## src/rtl/dma_arb_pkg.sv

```systemverilog
package dma_arb_pkg;
    typedef enum logic [1:0] {
        ST_CPU    = 2'd0,
        ST_SINGLE = 2'd1,
        ST_BLOCK  = 2'd2
    } arb_state_e;
endpackage

```

## src/rtl/dma_chan_counter.sv

```systemverilog
// Per-channel transfer counter with latched mode.
module dma_chan_counter #(
    parameter int CNT_W = 16
) (
    input  logic             clk,
    input  logic             rst,
    input  logic             load,
    input  logic [CNT_W-1:0] load_val,
    input  logic             load_block,
    input  logic             xfer,
    output logic             armed,
    output logic             last,
    output logic             block_mode
);
    logic [CNT_W-1:0] cnt_q;
    logic             blk_q;

    // a load overrides the decrement of the same cycle
    always_ff @(posedge clk) begin
        if (rst) begin
            cnt_q <= '0;
            blk_q <= 1'b0;
        end else if (load) begin
            cnt_q <= load_val;
            blk_q <= load_block;
        end else if (xfer && (cnt_q != '0)) begin
            cnt_q <= cnt_q - 1'b1;
        end
    end

    always_comb begin
        armed      = (cnt_q != '0);
        last       = (cnt_q == CNT_W'(1));
        block_mode = blk_q;
    end
endmodule

```

## src/rtl/dma_prio_pick.sv

```systemverilog
// Fixed-priority pick: the lowest set index wins.
module dma_prio_pick #(
    parameter int N     = 4,
    parameter int IDX_W = (N > 1) ? $clog2(N) : 1
) (
    input  logic [N-1:0]     cand,
    output logic             found,
    output logic [IDX_W-1:0] idx
);
    always_comb begin
        found = 1'b0;
        idx   = '0;
        for (int i = N - 1; i >= 0; i--) begin
            if (cand[i]) begin
                found = 1'b1;
                idx   = IDX_W'(i);
            end
        end
    end
endmodule

```

## src/rtl/dma_bus_arbiter.sv

```systemverilog
module dma_bus_arbiter #(
    parameter int NUM_CH = 4,
    parameter int CNT_W  = 16
) (
    input  logic              clk,
    input  logic              rst,
    input  logic [NUM_CH-1:0] req,
    input  logic [NUM_CH-1:0] cfg_load,
    input  logic [NUM_CH-1:0] cfg_block,
    input  logic [CNT_W-1:0]  cfg_count,
    output logic [NUM_CH:0]   grant,
    output logic [$clog2(NUM_CH+1)-1:0] owner,
    output logic [NUM_CH-1:0] tc
);
    import dma_arb_pkg::*;

    localparam int IDX_W = (NUM_CH > 1) ? $clog2(NUM_CH) : 1;
    localparam int OWN_W = $clog2(NUM_CH + 1);

    arb_state_e        state_q, state_d;
    logic [IDX_W-1:0]  ch_q, ch_d;

    logic [NUM_CH-1:0] armed, last, blk, xfer, eligible;
    logic              win_found;
    logic [IDX_W-1:0]  win_idx;

    // One counter per channel
    for (genvar g = 0; g < NUM_CH; g++) begin : g_chan
        assign xfer[g]     = (state_q != ST_CPU) && (ch_q == IDX_W'(g));
        assign eligible[g] = req[g] && armed[g];

        dma_chan_counter #(.CNT_W(CNT_W)) u_cnt (
            .clk        (clk),
            .rst        (rst),
            .load       (cfg_load[g]),
            .load_val   (cfg_count),
            .load_block (cfg_block[g]),
            .xfer       (xfer[g]),
            .armed      (armed[g]),
            .last       (last[g]),
            .block_mode (blk[g])
        );
    end

    dma_prio_pick #(.N(NUM_CH), .IDX_W(IDX_W)) u_pick (
        .cand  (eligible),
        .found (win_found),
        .idx   (win_idx)
    );

    // Next-state decision
    always_comb begin
        state_d = state_q;
        ch_d    = ch_q;
        unique case (state_q)
            ST_CPU: begin
                if (win_found) begin                          // T_PICK_*
                    ch_d    = win_idx;
                    state_d = blk[win_idx] ? ST_BLOCK : ST_SINGLE;
                end                                           // else T_IDLE
            end
            ST_SINGLE: begin
                state_d = ST_CPU;                             // T_SINGLE_DONE
            end
            ST_BLOCK: begin
                if (armed[ch_q] && !last[ch_q]) begin
                    state_d = ST_BLOCK;                       // T_BURST_MORE
                end else begin
                    state_d = ST_CPU;                         // T_BURST_END
                end
            end
            default: state_d = ST_CPU;
        endcase
    end

    // State register
    always_ff @(posedge clk) begin
        if (rst) begin
            state_q <= ST_CPU;
            ch_q    <= '0;
        end else begin
            state_q <= state_d;
            ch_q    <= ch_d;
        end
    end

    // Outputs
    always_comb begin
        grant = '0;
        owner = OWN_W'(NUM_CH);
        tc    = '0;
        unique case (state_q)
            ST_CPU: begin
                grant[0] = 1'b1;
            end
            ST_SINGLE, ST_BLOCK: begin
                grant[int'(ch_q) + 1] = 1'b1;
                owner = OWN_W'(ch_q);
                tc    = xfer & last;
            end
            default: grant[0] = 1'b1;
        endcase
    end
endmodule

```

## config.mk

```make
export PLATFORM = sky130hd
export DESIGN_NAME = dma_bus_arbiter
export DESIGN_NICKNAME = d
export VERILOG_FILES = /design/src/rtl/dma_arb_pkg.sv /design/src/rtl/dma_chan_counter.sv /design/src/rtl/dma_prio_pick.sv /design/src/rtl/dma_bus_arbiter.sv
export SDC_FILE = /design/constraint.sdc
export NUM_CORES = 1
export LEC_CHECK = 0
export ABC_AREA = 1
export BUFFER_PORTS_ARGS = -buffer_cell sky130_fd_sc_hd__buf_2
export CAP_MARGIN = 10
export CORE_MARGIN = 4
export CORE_UTILIZATION = 65
export CTS_CLUSTER_SIZE = 25
export DETAILED_ROUTE_END_ITERATION = 10
export HOLD_SLACK_MARGIN = 0.1
export PLACE_DENSITY = 0.95
export SETUP_SLACK_MARGIN = 0.1
export SYNTH_ARGS = -nofsm -noshare
export SYNTH_HDL_FRONTEND = slang
export SYNTH_SLANG_ARGS = --single-unit
```

## constraint.sdc

```tcl
create_clock -name clk -period 4.78 [get_ports clk]
set_input_delay 0.478 -clock clk [delete_from_list [all_inputs] [get_ports clk]]
set_output_delay 0.478 -clock clk [all_outputs]
set_load 0.01 [all_outputs]
```

==> summary.log <==
[worst_setup_path] kind of end point of the critical path output port
[finish] share of layout cells above drive strength 1 14.6%
[worst_setup_path] kind of cell with the highest combined delay on the critical path simple AND/OR/NAND/NOR gates
[timing] setup slack after layout 2480 ps
[logic_synthesis] Yosys warning count 0
[logic_synthesis] count of flip-flops with a built-in enable after synthesis 0
[worst_setup_path] worst path bufs/invs 1
[detailed_routing] first-iteration detailed-routing DRC count 424
[place] dpl hpwl 9.25 mm
[min_path] worst hold path startpoint cfg_count[14]
[detailed_routing] total number of vias 4,893
[timing] final cycle utilization of the critical path 48.0%
[timing] total setup violations reported at the end of the flow 0
[worst_setup_path] startpoint class of the critical path flop
[power] areal power density over the cells 351 nW/µm²
[logic_synthesis] average cell area after synthesis 6.80 µm²
[detailed_routing] iteration count of the initial detailed-routing pass 6
[status] status finished, final reports clean
[detailed_routing] count of antenna-violating nets left after detailed routing 0
[global_route] GRT overflow 0
[worst_setup_path] top fanout value on the critical path 3
[floorplanning] core area 6830 µm²
[logic_synthesis] cell type contributing the most total cell area after synthesis sky130_fd_sc_hd__dfxtp_1
[detailed_routing] final wirelength 13.4 mm
[global_route] overall routing resource usage 31.9%
[clocking] maximum number of buffers from clock root to sink 2
[clocking] Worst-path clk slew 90 ps
[detailed_routing] routed length per instance 16.6 µm
[floorplanning] Ports 42
[timing] Clock Skew 15.6 ps
[power] P_leak 2.24 nW
[logic_synthesis] Post-Synthesis Cells 673
[worst_setup_path] signal arrival time at the worst endpoint 1820 ps
[timing] final number of max-transition violations 0
[clocking] clock latency of the later-clocked register in the worst-skew pair 360 ps
[clocking] Post-CTS Setup Repair Bufs 0
[worst_setup_path] startpoint of the most critical register-to-register path g_chan[3].u_cnt.cnt_q[0]
[worst_setup_path] worst setup path start g_chan[3].u_cnt.cnt_q[8]
[clocking] H-tree levels 3
[timing] unrepaired setup endpoints after global routing no
[clocking] quantity of hold-fixing buffers added after cts 0
[logic_synthesis] most frequently used flop master after synthesis sky130_fd_sc_hd__dfxtp_1
[floorplanning] die area 8450 µm²
[timing] final critical-path required period 2300 ps
[place] cell count after placement 792
[finish] # nets final 747
[floorplanning] Die Span Y 91.9 µm
[power] Worst VDD drop 0.000232 V
[logic_synthesis] post-synth net total 713
[worst_setup_path] critical path required time 4300 ps
[global_route] vias in the first global route 4,524
[min_path] path class of the lowest-slack min-delay path in2reg
[detailed_routing] average via count per standard cell 6.06
[clocking] number of buffers inserted during clock tree synthesis 9
[worst_setup_path] Critical Path Most Common Cell sky130_fd_sc_hd__nor2_1
[job] number of maximum-capacitance violations 0
[clocking] clock tree sinks 72
[place] post-place setup slack 2260 ps
[floorplanning] initial core utilization 67.0%
[global_route] first-pass GRT wire length 21.6 mm
[power] Overall Power 1.78 mW
[floorplanning] die width 91.9 µm
[logic_synthesis] proportion of synthesized chip area in sequential cells 31.5%
[logic_synthesis] unique cell type count in the Yosys netlist 46
[logic_synthesis] cell area after technology mapping 4580 µm²
[logic_synthesis] share of Yosys cell area claimed by the top area cell type 31.5%
[global_route] maximum number of pins on one net before global-route repair 46
[finish] P&R area growth vs syn 10.4%
[worst_setup_path] Setup CP Type reg2out
[timing] maximum operating frequency 0.436 GHz
[place] routability congestion estimate 0.941
[floorplanning] number of placement rows 30
[timing] slew margin rel. 39.9%
[clocking] number of gates given a new drive strength after cts 0
[finish] post-layout instance count excluding filler cells 808
[logic_synthesis] biggest area contributors in the synthesized netlist sky130_fd_sc_hd__dfxtp_1 (31%), sky130_fd_sc_hd__nand2_1 (10%), sky130_fd_sc_hd__inv_1 (6.9%)
[place] PortBufs 41
[global_route] number of antenna violations at the first check in global routing 0
[worst_setup_path] crit path max-delay cell type sky130_fd_sc_hd__dfxtp_1
[detailed_routing] post-detailed-route DRC marker count 0
[logic_synthesis] total of flip-flops plus latches after synthesis 72
[worst_setup_path] Cell Chain, Critical Path nor2_1 > nand2_1 > nor2_1 > nand4_1 > nor4_1 > buf_2
[timing] Final Hold Vio Count 0
[timing] Setup TNS Final 0 ps
[logic_synthesis] share of synthesized registers carrying an async set or reset 0%
[worst_setup_path] critical path's largest stage delay 350 ps
[timing] slew at the pin closest to its max-slew limit 902 ps
[clocking] clock tree from TritonCTS built
[clocking] root cell of the clock tree sky130_fd_sc_hd__clkbuf_8
[finish] number of diodes added for antenna fixing 0
worst register-to-register path, stage by stage, from the launching register on:
cell                      delay, ps
sky130_fd_sc_hd__dfxtp_1        370
sky130_fd_sc_hd__inv_1          100
sky130_fd_sc_hd__ha_1           240
sky130_fd_sc_hd__nand2_1        100
sky130_fd_sc_hd__nor2_2          80
sky130_fd_sc_hd__nand2_1        110
sky130_fd_sc_hd__nand2_2        100
sky130_fd_sc_hd__nor2_1         650
sky130_fd_sc_hd__o21ai_0        190
sky130_fd_sc_hd__o21ai_0        120
sky130_fd_sc_hd__a21oi_1         90
state kept, by name, summed over array words and instances, names as in the netlist:
| register | cells |
|---|---|
| g_chan.u_cnt.cnt_q | 64 |
| g_chan.u_cnt.block_mode | 4 |
| ch_q | 2 |
| state_q | 2 |
logic make-up after synthesis:
group / share of synthesized area [%]
xor gates and xnor gates: 5.93
AOI/OAI and AO/OA: 20.1
buffers and inverters: 9.54
DFF: 31.5
adders and majority gates: 2.73
and+or+nand+nor: 30.2
final timing paths:
path                            slack (ps)  cells after the start                        end
worst max-delay path                  2480                      6                      tc[3]
worst min-delay path                   390                      3  g_chan[1].u_cnt.cnt_q[14]
worst max register to register        2520                     10   g_chan[3].u_cnt.cnt_q[5]
worst min register to register         480                      2   g_chan[1].u_cnt.cnt_q[7]
cells in the final DEF (no fill, tap or decap), types with 2 or more instances in the layout:
cell / instances
sky130_fd_sc_hd__a31oi_1: 16
sky130_fd_sc_hd__o31ai_1: 4
sky130_fd_sc_hd__buf_2: 41
sky130_fd_sc_hd__o221ai_1: 2
sky130_fd_sc_hd__nor4_1: 3
sky130_fd_sc_hd__xnor2_1: 4
sky130_fd_sc_hd__bufinv_16: 3
sky130_fd_sc_hd__nor2_1: 73
sky130_fd_sc_hd__nand2_1: 128
sky130_fd_sc_hd__nand2_2: 12
sky130_fd_sc_hd__inv_1: 84
sky130_fd_sc_hd__nor3_1: 11
sky130_fd_sc_hd__o21ai_1: 3
sky130_fd_sc_hd__a22oi_1: 8
sky130_fd_sc_hd__nand3_2: 3
sky130_fd_sc_hd__ha_1: 10
sky130_fd_sc_hd__dfxtp_1: 72
sky130_fd_sc_hd__inv_2: 2
sky130_fd_sc_hd__nor3_2: 2
sky130_fd_sc_hd__clkinv_2: 2
sky130_fd_sc_hd__nand3b_1: 2
sky130_fd_sc_hd__nand2_4: 6
sky130_fd_sc_hd__o22ai_1: 3
sky130_fd_sc_hd__nor2_4: 4
sky130_fd_sc_hd__o211ai_1: 9
sky130_fd_sc_hd__nand3_1: 32
sky130_fd_sc_hd__nor2_2: 12
sky130_fd_sc_hd__xor2_1: 27
sky130_fd_sc_hd__clkbuf_8: 11
sky130_fd_sc_hd__nand4_1: 5
sky130_fd_sc_hd__a21oi_1: 61
sky130_fd_sc_hd__o21ai_0: 43
layout make-up:
class	instances	area [µm²]
Clock inverter	5	103
Fill cell	511	1780
Timing Repair Buffer	41	205
Clock buffer	11	151
Tap cell	96	120
Sequential cell	72	1440
Inverter	88	332
Multi-Input combinational cell	495	2700
metal layers:
layer | GRT usage (%) | up-vias | routed length, µm
li1 | - | 2293 | -
met4 | 19.8 | 0 | 882
met1 | 40.2 | 2196 | 5060
met3 | 9.02 | 73 | 1630
met5 | 0 | - | 0
met2 | 48.1 | 331 | 5800
synthesized netlist by cell type (2+ instances only):
cell type	count
sky130_fd_sc_hd__o31ai_1	4
sky130_fd_sc_hd__o211ai_1	9
sky130_fd_sc_hd__buf_6	2
sky130_fd_sc_hd__nand2_2	12
sky130_fd_sc_hd__nand4_1	5
sky130_fd_sc_hd__buf_2	2
sky130_fd_sc_hd__nand3_1	32
sky130_fd_sc_hd__o22ai_1	3
sky130_fd_sc_hd__ha_1	10
sky130_fd_sc_hd__xor2_1	27
sky130_fd_sc_hd__inv_2	2
sky130_fd_sc_hd__a31oi_1	16
sky130_fd_sc_hd__nor4_1	3
sky130_fd_sc_hd__o21ai_1	3
sky130_fd_sc_hd__a22oi_1	8
sky130_fd_sc_hd__nor2_2	12
sky130_fd_sc_hd__xnor2_1	4
sky130_fd_sc_hd__o221ai_1	2
sky130_fd_sc_hd__nand2_4	6
sky130_fd_sc_hd__nor3_1	11
sky130_fd_sc_hd__nor2_1	73
sky130_fd_sc_hd__nand3_2	3
sky130_fd_sc_hd__dfxtp_1	72
sky130_fd_sc_hd__nand2_1	128
sky130_fd_sc_hd__o21ai_0	43
sky130_fd_sc_hd__nand3b_1	2
sky130_fd_sc_hd__a21oi_1	61
sky130_fd_sc_hd__inv_1	84
sky130_fd_sc_hd__nor3_2	2
sky130_fd_sc_hd__nor2_4	4
sky130_fd_sc_hd__clkbuf_8	2
sky130_fd_sc_hd__clkbuf_1	12
where the power goes:
part	total [mW]	switching [mW]	internal [mW]	leakage [nW]
registers	0.698	0.0493	0.649	0.596
clock network	0.618	0.243	0.374	0.126
logic	0.461	0.311	0.149	1.52
metrics by stage:
step / instance area, µm² / util, % / hold WS, ps
2_1_floorplan: 4580 / - / 442
3_3_place_gp: 4800 / 70.3 / 455
3_5_place_dp: 4800 / 70.3 / 472
4_1_cts: 5050 / 74.0 / 394
5_1_grt: 5050 / 74.0 / 401
6_report: 5050 / 74.0 / 392
Note: power is estimated with default switching activity, not from simulation.
